File: src/rtl/xfer_pkg.sv
package xfer_pkg;

    localparam int OP_W  = 8;
    localparam int CYC_W = 5;

    localparam int FLG_S = 7;
    localparam int FLG_Z = 6;
    localparam int FLG_P = 2;
    localparam int FLG_C = 0;

    localparam logic [OP_W-1:0] OP_JMP  = 8'hC3;
    localparam logic [OP_W-1:0] OP_CALL = 8'hCD;
    localparam logic [OP_W-1:0] OP_RET  = 8'hC9;
    localparam logic [OP_W-1:0] OP_HLJ  = 8'hE9;

    typedef enum logic [2:0] {
        K_NONE = 3'd0,
        K_JUMP = 3'd1,
        K_CALL = 3'd2,
        K_RET  = 3'd3,
        K_RST  = 3'd4,
        K_HLJ  = 3'd5
    } xfer_kind_e;

    typedef enum logic [2:0] {
        SRC_SEQ = 3'd0,
        SRC_IMM = 3'd1,
        SRC_STK = 3'd2,
        SRC_VEC = 3'd3,
        SRC_HL  = 3'd4
    } pc_src_e;

    typedef struct packed {
        xfer_kind_e kind;
        logic       conditional;
        logic [2:0] field;
    } op_class_t;

    typedef struct packed {
        logic             is_xfer;
        logic             taken;
        xfer_kind_e       kind;
        logic [CYC_W-1:0] cycles;
        pc_src_e          src;
    } xfer_res_t;

    function automatic logic [CYC_W-1:0] pick_cycles(input logic hit,
                                                     input int   yes,
                                                     input int   no);
        return hit ? CYC_W'(yes) : CYC_W'(no);
    endfunction

endpackage

File: src/rtl/cond_eval.sv
module cond_eval
    import xfer_pkg::*;
(
    input  logic [2:0]      field,
    input  logic [OP_W-1:0] flags,
    output logic            pass
);
    logic [3:0] unused_flag_bits;
    logic       base;

    assign unused_flag_bits = {flags[5], flags[4], flags[3], flags[1]};

    always_comb begin
        unique case (field[2:1])
            2'd0:    base = flags[FLG_Z];
            2'd1:    base = flags[FLG_C];
            2'd2:    base = flags[FLG_P];
            default: base = flags[FLG_S];
        endcase
        pass = field[0] ? base : ~base;
    end
endmodule

File: src/rtl/op_classify.sv
module op_classify
    import xfer_pkg::*;
(
    input  logic [OP_W-1:0] opcode,
    output op_class_t       cls
);
    always_comb begin
        cls.kind        = K_NONE;
        cls.conditional = 1'b0;
        cls.field       = opcode[5:3];
        if (opcode == OP_JMP) begin
            cls.kind = K_JUMP;
        end else if (opcode == OP_CALL) begin
            cls.kind = K_CALL;
        end else if (opcode == OP_RET) begin
            cls.kind = K_RET;
        end else if (opcode == OP_HLJ) begin
            cls.kind = K_HLJ;
        end else if (opcode[7:6] == 2'b11) begin
            unique case (opcode[2:0])
                3'b010: begin cls.kind = K_JUMP; cls.conditional = 1'b1; end
                3'b100: begin cls.kind = K_CALL; cls.conditional = 1'b1; end
                3'b000: begin cls.kind = K_RET;  cls.conditional = 1'b1; end
                3'b111: cls.kind = K_RST;
                default: cls.kind = K_NONE;
            endcase
        end
    end
endmodule

File: src/rtl/cycle_table.sv
module cycle_table
    import xfer_pkg::*;
(
    input  op_class_t cls,
    input  logic      pass,
    output xfer_res_t res
);
    logic hit;

    always_comb begin
        hit         = ~cls.conditional | pass;
        res.is_xfer = (cls.kind != K_NONE);
        res.taken   = res.is_xfer & hit;
        res.kind    = cls.kind;
        res.cycles  = '0;
        res.src     = SRC_SEQ;
        unique case (cls.kind)
            K_JUMP: begin
                res.cycles = pick_cycles(hit, 10, 7);
                res.src    = hit ? SRC_IMM : SRC_SEQ;
            end
            K_CALL: begin
                res.cycles = pick_cycles(hit, 18, 9);
                res.src    = hit ? SRC_IMM : SRC_SEQ;
            end
            K_RET: begin
                res.cycles = cls.conditional ? pick_cycles(hit, 12, 6) : CYC_W'(10);
                res.src    = hit ? SRC_STK : SRC_SEQ;
            end
            K_RST: begin
                res.cycles = CYC_W'(12);
                res.src    = SRC_VEC;
            end
            K_HLJ: begin
                res.cycles = CYC_W'(6);
                res.src    = SRC_HL;
            end
            default: begin
                res.cycles = '0;
                res.src    = SRC_SEQ;
            end
        endcase
    end
endmodule

File: src/rtl/xfer_eval.sv
module xfer_eval
    import xfer_pkg::*;
#(
    parameter int VEC_W = 16
) (
    input  logic                 clk,
    input  logic                 rst,
    input  logic                 op_valid,
    input  logic [OP_W-1:0]      opcode,
    input  logic [OP_W-1:0]      flags,
    output logic                 out_valid,
    output logic                 is_transfer,
    output logic                 taken,
    output logic [2:0]           kind,
    output logic [CYC_W-1:0]     cycles,
    output logic [2:0]           next_src,
    output logic [VEC_W-1:0]     vector
);
    localparam int VEC_SHIFT = 3;

    op_class_t        cls;
    logic             pass;
    xfer_res_t        res;
    logic [VEC_W-1:0] vec_next;

    op_classify u_cls  (.opcode(opcode), .cls(cls));
    cond_eval   u_cond (.field(cls.field), .flags(flags), .pass(pass));
    cycle_table u_tab  (.cls(cls), .pass(pass), .res(res));

    assign vec_next = (cls.kind == K_RST)
                    ? (VEC_W'(cls.field) << VEC_SHIFT) : '0;

    always_ff @(posedge clk) begin
        if (rst) begin
            out_valid   <= 1'b0;
            is_transfer <= 1'b0;
            taken       <= 1'b0;
            kind        <= '0;
            cycles      <= '0;
            next_src    <= '0;
            vector      <= '0;
        end else begin
            out_valid <= op_valid;
            if (op_valid) begin
                is_transfer <= res.is_xfer;
                taken       <= res.taken;
                kind        <= res.kind;
                cycles      <= res.cycles;
                next_src    <= res.src;
                vector      <= vec_next;
            end
        end
    end


    taken_needs_xfer_chk: assert property (@(posedge clk) disable iff (rst)
        taken |-> is_transfer);


    idle_op_quiet_chk: assert property (@(posedge clk) disable iff (rst)
        !is_transfer |-> (cycles == '0) && (next_src == SRC_SEQ) && (vector == '0));


    valid_follow_chk: assert property (@(posedge clk) disable iff (rst)
        op_valid |=> out_valid);


    hold_when_idle_chk: assert property (@(posedge clk) disable iff (rst)
        !op_valid |=> $stable(cycles) && $stable(next_src) && $stable(kind));


    fallthrough_seq_chk: assert property (@(posedge clk) disable iff (rst)
        (is_transfer && !taken) |-> (next_src == SRC_SEQ));


    vector_aligned_chk: assert property (@(posedge clk) disable iff (rst)
        (kind == K_RST) |-> (vector[2:0] == 3'd0) && (vector < VEC_W'(8'h40)));
endmodule

File: config.mk
export PLATFORM = sky130hd
export DESIGN_NAME = xfer_eval
export DESIGN_NICKNAME = d
export VERILOG_FILES = /design/src/rtl/xfer_pkg.sv /design/src/rtl/cond_eval.sv /design/src/rtl/op_classify.sv /design/src/rtl/cycle_table.sv /design/src/rtl/xfer_eval.sv
export SDC_FILE = /design/constraint.sdc
export NUM_CORES = 1
export LEC_CHECK = 0
export BUFFER_PORTS_ARGS = -buffer_cell sky130_fd_sc_hd__buf_2
export CAP_MARGIN = 20
export CORE_MARGIN = 2
export CORE_UTILIZATION = 40
export CTS_BUF_LIST = sky130_fd_sc_hd__clkbuf_4 sky130_fd_sc_hd__clkbuf_8
export CTS_CLUSTER_SIZE = 8
export DETAILED_ROUTE_END_ITERATION = 6
export HOLD_SLACK_MARGIN = 0.08
export PLACE_DENSITY = 0.68
export SLEW_MARGIN = 20
export SYNTH_ARGS = -nofsm -noshare
export SYNTH_HDL_FRONTEND = slang
export SYNTH_SLANG_ARGS = --single-unit
File: constraint.sdc
create_clock -name clk -period 2.48 [get_ports clk]
set_clock_uncertainty 0.05 [all_clocks]
set_input_delay 0.248 -clock clk [delete_from_list [all_inputs] [get_ports clk]]
set_output_delay 0.248 -clock clk [all_outputs]
set_load 0.05 [all_outputs]
==> out/results.ini, run 1 <==
[timing]
min_period_ns=2.01
rsz0062_at_grt=no
slew_headroom_pct=55.7
setup_violations=0
fmax_ghz=0.496
hold_viol=0
worst_pin_slew_ns=0.654
final.setup.tns_ns=0
post-route-period-util_pct=81.2
slew_violations=0

[worst_hold_path]
min_path_cells=3
worstHoldEndpoint=vector[4]
hold_class=primary input to register
hp-start=opcode[4]

[route]
wl_per_cell_um=11.8
first_pass_iters=4
drcViolationCount=0
dr_total_vias=930
avgViaCountPerCell=5.20
routed_wl_mm=2.12
drt-initial-drc-count=20
ant_nets=0

[synthesis]
mappedNetlistArea_um2=980
synth_edf_count=0
ys_async_sr_fraction_pct=0
yosys_warnings=0
avgSynthCellArea_um2=7.96
ys.flop_type=dfxtp_1
ys_ff_latch=17
yosysTopAreaCellShare_pct=34.7
synth_common_cells=dfxtp_1 (17), nand2_1 (14), buf_4 (13), a21oi_1 (10), nor2_1 (10)
synth.largest_area_cell=dfxtp_1
synth_area_leaders=dfxtp_1 (35%), buf_4 (10%), nand2_1 (5.4%), a21oi_1 (5.1%), nor2_1 (3.8%)
ys_types=38
yosysSeqAreaShare_pct=34.7
synthCells=123
yosysMostFrequentCell=dfxtp_1

[placement]
placed_area_um2=1100
dp_hpwl_mm=1.63
post-place-cells=175
place.gp.congestion=0.802
io_buffers=31

[flow_run]
maxCapViolCount=0

[clock_tree]
htreeDepth=1
root_buffer=clkbuf_4
numCtsBuffers=3
tritoncts=built
hold_buffers=0
postCtsSetupRepairBufs=0
clock_path_buffers=2
post_cts_resized=0
clk_latency_ns=0.28
clock_sinks=17
clkTransAtPathRegs_ns=0.09

[power]
leakage_nw=0.509
ir_drop_uv=410
total_power_mw=0.576
p_per_area_nw_per_um2=511

[die]
die_area_um2=2860
core_area_um2=2250
rows=17
start_util_pct=43.5
io_pins=49
die_w_um=53.5
die_h_um=53.5

[cells_and_area]
fin_cells=179
final_util_pct=50.0
regArea_um2=340
fillCellCount=268
nets=171
drive_above_1_share_pct=25.2
area_growth_pct=15.1
multi_input_area_um2=544
final_area_um2=1130
antenna-diode-count=0

[setup_path]
cpLargestDelayFamily=simple AND/OR/NAND/NOR gates
r2r-start=cycles[3]
critical_path.max_fanout=6
arrival_ns=2.17
critPathLaunchType=primary input
critPathBufInv=1
reg2reg_slack_ns=1.53
path_cells=buf_2, mux4_2, xnor2_1, or4_1, or3_1, a311oi_2
r2r_end=cycles[3]
crit_type=primary input to register
worst_path_max_delay_cell=or4_1
reg2reg_depth=3
critPathCaptureType=register
required_ns=2.63
max_stage_delay_ns=0.52

[grt]
antenna_found_initial=0
grt_use_met2_pct=28.4
gr-usage-met1_pct=19.0
grt_pass1_wl_mm=3.38
grt_max_degree=18
grt_pass1_vias=774
grt.overflow.total=0
busiest_layer=met2
grtUsageMet3_pct=5.08
grt.total_usage_pct=16.2

[outcome]
status=completed

power breakdown:
| part | total, mW | internal [mW] | leakage, nW | switching (mW) |
|---|---|---|---|---|
| sequential | 0.281 | 0.278 | 0.138 | 0.00223 |
| combinational | 0.145 | 0.0337 | 0.353 | 0.111 |
| clock | 0.151 | 0.0734 | 0.0184 | 0.0779 |
state kept, by name, indices dropped and copies added (netlist names):
signal       flops
cycles           5
is_transfer      1
kind             3
next_src         3
out_valid        1
taken            1
vector           3
logic make-up (layout without fill, tap and decap cells):
logic type,count (synthesis),count (layout),synth area share (%)
other,1,13,0.383
buffers and inverters,24,40,14.3
and+or+nand+nor,50,50,25.5
xor gates and xnor gates,2,2,1.79
muxes,3,3,4.34
AOI/OAI and AO/OA,26,26,18.9
DFF,17,17,34.7
cell type report:
| class | count | area share (%) |
|---|---|---|
| Clock buffer | 4 | 2.66 |
| Timing Repair Buffer | 32 | 14.4 |
| Inverter | 4 | 1.33 |
| Tap cell | 28 | 3.11 |
| Multi-Input combinational cell | 94 | 48.3 |
| Sequential cell | 17 | 30.2 |
routing by layer:
layer | part of all wire [%] | routed length, um
met5 | 0 | 0
met4 | 0.47 | 10
met3 | 7.6 | 162
met2 | 47 | 990
met1 | 45 | 957
cell usage in the layout (no fill, tap or decap), types with 2 or more instances in the layout:
cell       n
buf_2     31
dfxtp_1   17
nand2_1   14
conb_1    13
nor2_1    10
a21oi_1   10
nand3_1    5
inv_1      4
clkbuf_4   4
nand2b_1   3
nor3_1     3
or4_1      3
a311oi_1   3
mux2i_1    2
nor2b_1    2
and2_1     2
xnor2_1    2
nor4_1     2
a31oi_1    2
nand4_1    2
worst reg2reg max path: stages (launching register included):
cell and delay [ns]:
dfxtp_1 0.33, nor2b_1 0.17, a311oi_1 0.06, a311oi_1 0.26
through the flow:
step / hold WS [ns] / setup slack, ns
3_5_place_dp: 0.401 / 0.180
2_1_floorplan: 0.366 / 0.382
6_report: 0.231 / 0.465
5_1_grt: 0.229 / 0.369
4_1_cts: 0.220 / 0.485
3_3_place_gp: 0.388 / 0.182
worst max path at each step:
| stage | start | to | slack, ns | cells past startpoint |
|---|---|---|---|---|
| 6_report | opcode[4] | cycles[2] | 0.47 | 6 |
| 5_1_grt | opcode[4] | cycles[2] | 0.37 | 6 |
| 4_1_cts | opcode[4] | cycles[2] | 0.48 | 6 |
| 3_5_place_dp | opcode[4] | cycles[2] | 0.18 | 6 |
| 3_3_place_gp | opcode[4] | cycles[2] | 0.18 | 6 |
| 2_1_floorplan | opcode[4] | cycles[2] | 0.38 | 6 |
No activity file was read; power rests on OpenSTA's default activity.
==> run 2, diff against run 1 <==
--- a/config.mk
+++ b/config.mk
@@ -5,6 +5,7 @@
 export SDC_FILE = /design/constraint.sdc
 export NUM_CORES = 1
 export LEC_CHECK = 0
+export ABC_AREA = 1
 export BUFFER_PORTS_ARGS = -buffer_cell sky130_fd_sc_hd__buf_2
 export CAP_MARGIN = 20
 export CORE_MARGIN = 2
@@ -13,7 +14,7 @@
 export CTS_CLUSTER_SIZE = 8
 export DETAILED_ROUTE_END_ITERATION = 6
 export HOLD_SLACK_MARGIN = 0.08
-export PLACE_DENSITY = 0.68
+export PLACE_DENSITY = 0.7
 export SLEW_MARGIN = 20
 export SYNTH_ARGS = -nofsm -noshare
 export SYNTH_HDL_FRONTEND = slang
==> constraint.sdc (replaced) <==
create_clock -name clk -period 1.82 [get_ports clk]
set_clock_uncertainty 0.05 [all_clocks]
set_input_delay 0.182 -clock clk [delete_from_list [all_inputs] [get_ports clk]]
set_output_delay 0.182 -clock clk [all_outputs]
set_load 0.05 [all_outputs]
==> run 2 against run 1 <==
Effect of this change: global-route usage down 2.3 points; total power up 42%; cell area up 9.3%; hold slack worse by 0.075 ns; die area up 9.4%; critical path type unchanged; sequential share of layout area down 2.6 points; highest routed layer unchanged; synthesized cell count up 24%; sequential cell count unchanged; non-clock buffer count down 1; sequential power up 38%; critical endpoint unchanged; first-iteration DRC count up 40%.
==> out/results.ini, run 2 <==
[outcome]
status=completed

[power]
p_int_mw=0.529  ; +37%
combinationalPowerShare_pct=26.4  ; +1.3 points
p_switching_mw=0.291  ; +52%
p_per_area_nw_per_um2=665  ; +30%
p_sw_share_pct=35.5  ; +2.3 points
p_clk_share_pct=26.3  ; about the same
ir_drop_uv=420  ; +2.4%
sequentialPowerShare_pct=47.3  ; -1.4 points
leakage_nw=0.649  ; +28%

[grt]
grt_max_degree=20  ; +2
grtUsageMet3_pct=3.02  ; -2.1 points
grt.total_usage_pct=13.9  ; -2.3 points
grt.overflow.total=0  ; unchanged
grt_pass1_wl_mm=3.55  ; +4.9%
grt_use_met2_pct=21.6  ; -6.8 points
busiest_layer=met2
gr-usage-met1_pct=18.2  ; -0.83 points
antenna_found_initial=0  ; unchanged
grt_pass1_vias=837  ; +8.1%

[clock_tree]
clock_path_buffers=2  ; unchanged
post_cts_resized=0  ; unchanged
hold_buffers=0  ; unchanged
tritoncts=built
htreeDepth=1  ; unchanged
root_buffer=clkbuf_4
numCtsBuffers=3  ; unchanged
clkTransAtPathRegs_ns=0.09  ; about the same
clock_sinks=17  ; unchanged
postCtsSetupRepairBufs=0  ; unchanged
clk_latency_ns=0.29  ; about the same

[timing]
post-route-period-util_pct=65.1
setup_violations=0  ; unchanged
fmax_ghz=0.844
min_period_ns=1.19
postLayoutSetupSlackWorst_ns=0.635  ; +0.169 ns
slew_violations=0  ; unchanged
rsz0062_at_grt=no
final.setup.tns_ns=0  ; unchanged
hold_viol=0  ; unchanged

[synthesis]
ys_async_sr_fraction_pct=0  ; unchanged
synth.largest_area_cell=dfxtp_1
yosysMostFrequentCell=nand2_1
yosysTopAreaCellShare_pct=31.5  ; -3.2 points
synth_edf_count=0  ; unchanged
ys_types=24  ; -37%
ys.flop_type=dfxtp_1
ys_ff_latch=17  ; unchanged
synthCells=153  ; +24%
avgSynthCellArea_um2=7.06  ; -11%
synth_common_cells=nand2_1 (35), nand3_1 (19), dfxtp_1 (17), inv_1 (14), buf_4 (13)
synth_area_leaders=dfxtp_1 (32%), nand2_1 (12%), buf_4 (9.0%), nand3_1 (8.8%), inv_1 (4.9%)
yosys_warnings=0  ; unchanged
yosysSeqAreaShare_pct=31.5  ; -3.2 points
mappedNetlistArea_um2=1080  ; +10%

[die]
core_area_um2=2520  ; +12%
die_w_um=56.0  ; +4.6%
die_h_um=56.0  ; +4.6%
rows=18  ; +1
start_util_pct=42.8  ; -0.64 points
io_pins=49  ; unchanged
die_area_um2=3130  ; +9.4%

[route]
drt-initial-drc-count=28  ; +40%
drcViolationCount=0  ; unchanged
avgViaCountPerCell=4.83  ; -7.1%
routed_wl_mm=2.06  ; -2.9%
dr_total_vias=1028  ; +11%
wl_per_cell_um=9.66  ; -18%
ant_nets=0  ; unchanged
first_pass_iters=4  ; unchanged

[setup_path]
reg2reg_depth=2  ; -1
r2r_end=next_src[1]
r2r-start=next_src[1]
required_ns=2.00  ; -0.63 ns
crit_type=primary input to register
reg2reg_slack_ns=1.14  ; -0.39 ns
critPathLaunchType=primary input
critical_path.max_fanout=6  ; unchanged
critPathCaptureType=register
arrival_ns=1.37  ; -0.80 ns

[cells_and_area]
final_cell_mix=nand2_1 (35), buf_2 (31), nand3_1 (19)
largest_register_ffs=5  ; unchanged
nets=203  ; +19%
final_common_cell=nand2_1
max_flop_register=cycles
antenna-diode-count=0  ; unchanged
area_growth_pct=14.1
regArea_um2=340  ; unchanged
final_area_um2=1230  ; +9.3%
multi_input_area_um2=602  ; +11%
drive_above_1_share_pct=31.7  ; +6.5 points
fillCellCount=264  ; -1.5%

[flow_run]
maxCapViolCount=0  ; unchanged

[placement]
place_ws_ns=0.319  ; +0.139 ns
place.gp.congestion=0.894  ; +11%
io_buffers=31  ; unchanged
dp_hpwl_mm=1.71  ; +5.5%
placed_area_um2=1200  ; +9.6%

[worst_hold_path]
hold_class=primary input to register
worstHoldEndpoint=vector[4]
hp-start=opcode[4]
min_path_cells=3  ; unchanged

-- run 2: area by class of cell --
| class | instances | share of cell area [%] |
|---|---|---|
| Clock buffer | 4 | 2.44 |
| Tap cell | 30 | 3.05 |
| Inverter | 18 | 5.48 |
| Sequential cell | 17 | 27.6 |
| Multi-Input combinational cell | 113 | 48.8 |
| Timing Repair Buffer | 31 | 12.6 |
-- run 2: critical path, cell delays in order --
cell      delay, ns
buf_2          0.14
inv_2          0.08
nand2_1        0.06
nor2_1         0.14
nand2_2        0.11
nand3_4        0.11
nor2_4         0.05
nor2_4         0.10
nand2_1        0.07
o21bai_1       0.14
nand2_1        0.08
a21oi_2        0.11
-- run 2: how the worst max path moves through the flow --
stage              start         to  slack, ns  cells after the start
3_5_place_dp   opcode[4]  cycles[2]       0.32                     12
4_1_cts        opcode[4]  cycles[2]       0.62                     12
3_3_place_gp   opcode[6]  cycles[3]       0.38                     10
2_1_floorplan  opcode[6]  cycles[3]       0.60                      9
6_report       opcode[4]  cycles[2]       0.63                     12
5_1_grt        opcode[4]  cycles[0]       0.49                     12
-- run 2: layer usage --
metal	share of wire, %	routed length, um
met2	45	927
met4	2.1	44
met1	45	919
met3	8.1	167
met5	0	0
-- run 2: cells by family (layout without fill, tap and decap cells) --
family	after synthesis	count (layout)	share of synthesized area, %
simple gates	77	77	37.9
buf+inv	35	53	16.9
compound gates	23	23	13.3
flops	17	17	31.5
other cells	1	13	0.347
-- run 2: through the flow --
step | power, mW | hold WS, ns | util (%) | cells
final | 0.819 | 0.156 | 48.9 | 213
after global routing | 0.860 | 0.156 | 48.9 | 213
after CTS | 0.821 | 0.156 | 48.9 | 213
after detailed placement | 0.612 | 0.407 | 47.7 | 209
after global placement | 0.608 | 0.401 | 47.7 | 209
after floorplan | 0.591 | 0.216 | - | 165
-- run 2: power groups by stage --
| stage | sequential, mW | combinational [mW] | clock [mW] |
|---|---|---|---|
| 2_1_floorplan | 0.434 | 0.157 | 0 |
| 3_3_place_gp | 0.395 | 0.213 | 0 |
| 3_5_place_dp | 0.396 | 0.216 | 0 |
| 4_1_cts | 0.387 | 0.216 | 0.218 |
| 5_1_grt | 0.388 | 0.234 | 0.238 |
| 6_report | 0.387 | 0.216 | 0.216 |
==> run 3, diff against run 2 <==
--- a/config.mk
+++ b/config.mk
@@ -5,7 +5,7 @@
 export SDC_FILE = /design/constraint.sdc
 export NUM_CORES = 1
 export LEC_CHECK = 0
-export ABC_AREA = 1
+export ABC_AREA = 0
 export BUFFER_PORTS_ARGS = -buffer_cell sky130_fd_sc_hd__buf_2
 export CAP_MARGIN = 20
 export CORE_MARGIN = 2
@@ -14,7 +14,7 @@
 export CTS_CLUSTER_SIZE = 8
 export DETAILED_ROUTE_END_ITERATION = 6
 export HOLD_SLACK_MARGIN = 0.08
-export PLACE_DENSITY = 0.7
+export PLACE_DENSITY = 0.68
 export SLEW_MARGIN = 20
 export SYNTH_ARGS = -nofsm -noshare
 export SYNTH_HDL_FRONTEND = slang
==> constraint.sdc (replaced) <==
create_clock -name clk -period 1.19 [get_ports clk]
set_clock_uncertainty 0.05 [all_clocks]
set_input_delay 0.119 -clock clk [delete_from_list [all_inputs] [get_ports clk]]
set_output_delay 0.119 -clock clk [all_outputs]
set_load 0.05 [all_outputs]
==> run 3 against run 2 <==
Effect of this change: the flow now finishes with violations (setup timing); via count up 1.8%; die area down 8.6%; sequential cell count did not move; non-clock buffer count is 29 higher; sequential share of layout area shrank 4.2 points; critical path type unchanged; largest cell class unchanged.
==> out/results.ini, run 3 (synthesized netlist as in run 1, its figures left out) <==
[clock_tree]
postCtsSetupRepairBufs=0  ; unchanged
root_buffer=clkbuf_4
clock_sinks=17  ; unchanged
numCtsBuffers=3  ; unchanged
htreeDepth=1  ; unchanged
tritoncts=built
clock_path_buffers=2  ; unchanged
clkTransAtPathRegs_ns=0.10  ; about the same
clk_latency_ns=0.29  ; about the same

[route]
drcViolationCount=0  ; unchanged
wl_per_cell_um=12.5  ; +29%
routed_wl_mm=2.59  ; +26%
first_pass_iters=4  ; unchanged
drt-initial-drc-count=10  ; -64%
avgViaCountPerCell=5.05  ; +4.7%
ant_nets=0  ; unchanged
dr_total_vias=1046  ; +1.8%

[setup_path]
cpLargestDelayFamily=multiplexers
worst_path_max_delay_cell=mux4_2
r2r_end=cycles[3]
max_stage_delay_ns=0.52  ; +0.38 ns
reg2reg_slack_ns=0.18  ; -0.96 ns
critPathLaunch=opcode[4]
critPathCaptureType=register
r2r-start=cycles[3]
critPathLaunchType=primary input
required_ns=1.32  ; -0.68 ns
arrival_ns=1.83  ; +0.46 ns
crit_path_end=cycles[3]
critical_path.max_fanout=5  ; -1
reg2reg_depth=3  ; +1
crit_type=primary input to register
worst-path-stages=7  ; -5
critPathBufInv=2  ; unchanged
path_cells=buf_6, mux4_2, xnor2_2, or4_4, buf_6, a311oi_2, a311oi_2

[power]
p_sw_share_pct=33.9  ; -1.6 points
combinationalPowerShare_pct=31.1  ; +4.7 points
sequentialPowerShare_pct=44.0  ; -3.3 points
p_switching_mw=0.451  ; +55%
leakage_nw=0.672  ; +3.4%
p_int_mw=0.879  ; +66%
ir_drop_uv=880  ; +110%
p_clk_share_pct=24.9  ; -1.4 points
p_per_area_nw_per_um2=913  ; +37%

[cells_and_area]
final_common_cell=buf_2
final_cell_mix=buf_2 (30), buf_4 (25), dfxtp_1 (17)
nets=199  ; -2.0%
largest_register_ffs=5  ; unchanged
max_flop_register=cycles
antenna-diode-count=0  ; unchanged
fillCellCount=207  ; -22%
area_growth_pct=48.7
drive_above_1_share_pct=42.5  ; +11 points

[die]
io_pins=49  ; unchanged
die_h_um=53.5  ; -4.4%
die_w_um=53.5  ; -4.4%
start_util_pct=43.5  ; +0.64 points
rows=17  ; -1
core_area_um2=2250  ; -11%
die_area_um2=2860  ; -8.6%

[timing]
final.setup.tns_ns=-2.92  ; -2.92 ns
hold_viol=0  ; unchanged
setup_violations=8  ; +8
rsz0062_at_grt=yes
fmax_ghz=0.587
postLayoutSetupSlackWorst_ns=-0.513  ; -1.15 ns
holdWs_ns=0.106  ; -0.0503 ns
slew_violations=0  ; unchanged
post-route-period-util_pct=143
min_period_ns=1.70

[placement]
io_buffers=31  ; unchanged
dp_hpwl_mm=2.02  ; +18%
place.gp.congestion=0.909  ; +1.6%

[grt]
grt_pass1_vias=954  ; +14%
antenna_found_initial=0  ; unchanged
grt_pass1_wl_mm=4.08  ; +15%
grt.overflow.total=0  ; unchanged
grt_max_degree=15  ; -25%
grt.total_usage_pct=19.6  ; +5.7 points

[outcome]
status=finished, violations left
violations=setup timing

[worst_hold_path]
hold_class=primary input to register

[flow_run]
maxCapViolCount=0  ; unchanged

==> run 3: changes by cell type in the layout (fill, tap and decap cells not counted), sizes merged, moves of 3 or more <==
cell    before  now
a311oi       0    4
nand2       39   14
o21ai        7    1
nand2b       0    3
inv         18    4
buf         31   58
nand3       23    5
or4          0    3
==> run 3: worst min-delay path by stage <==
stage / startpoint / slack (ns) / cells after the start / end
2_1_floorplan: opcode[3] / 0.24 / 2 / vector[3]
3_3_place_gp: rst / 0.32 / 2 / cycles[2]
3_5_place_dp: rst / 0.32 / 2 / cycles[2]
4_1_cts: op_valid / 0.10 / 3 / next_src[1]
5_1_grt: op_valid / 0.12 / 3 / next_src[1]
6_report: op_valid / 0.11 / 3 / next_src[1]
==> run 3: power by group through the flow <==
stage / sequential (mW) / combinational [mW] / clock, mW
2_1_floorplan: 0.639 / 0.244 / 0
3_3_place_gp: 0.598 / 0.376 / 0
3_5_place_dp: 0.598 / 0.380 / 0
4_1_cts: 0.585 / 0.402 / 0.346
5_1_grt: 0.587 / 0.440 / 0.364
6_report: 0.585 / 0.413 / 0.332
==> run 3: worst reg2reg max path, delay by kind of cell, from the launching register on <==
kind            cells  cell delay, ns
compound gates      2            0.34
flops               1            0.34
simple gates        1            0.20
==> run 3: final cells by class <==
cell class                 instances  area, um2  area share, %
clock buffer                       4       30.0           2.06
inverter                           4       15.0           1.03
multi-input combinational         94        636           43.6
sequential                        17        340           23.4
tap                               28       35.0           2.41
timing repair buffer              60        400           27.5
==> run 3: timing repair <==
item                                    CTS  global route
hold buffers                              2             0
hold endpoints to repair                  4             0
gates resized for setup                   5             7
pin swaps                                 1             6
endpoints found under the setup margin    8            11
==> run 3: through the flow <==
step / cells / utilization [%] / power [mW] / instance area, um2 / worst slack, ns
global placement: 201 / 59.4 / 0.973 / 1340 / -0.797
CTS: 207 / 63.2 / 1.33 / 1420 / -0.500
finish: 207 / 64.6 / 1.33 / 1460 / -0.513
floorplan: 135 / - / 0.883 / 1070 / -0.779
detailed placement: 201 / 59.4 / 0.978 / 1340 / -0.886
global route: 207 / 64.6 / 1.39 / 1460 / -0.550
==> run 3: per-layer routing <==
| metal | global-route usage (%) | up-vias | share of wire, % |
|---|---|---|---|
| li1 | - | 529 | - |
| met1 | 21.9 | 491 | 41 |
| met2 | 36.2 | 26 | 55 |
| met3 | 5.08 | 0 | 4.1 |
| met4 | 5.13 | 0 | 0 |
| met5 | 0 | - | 0 |
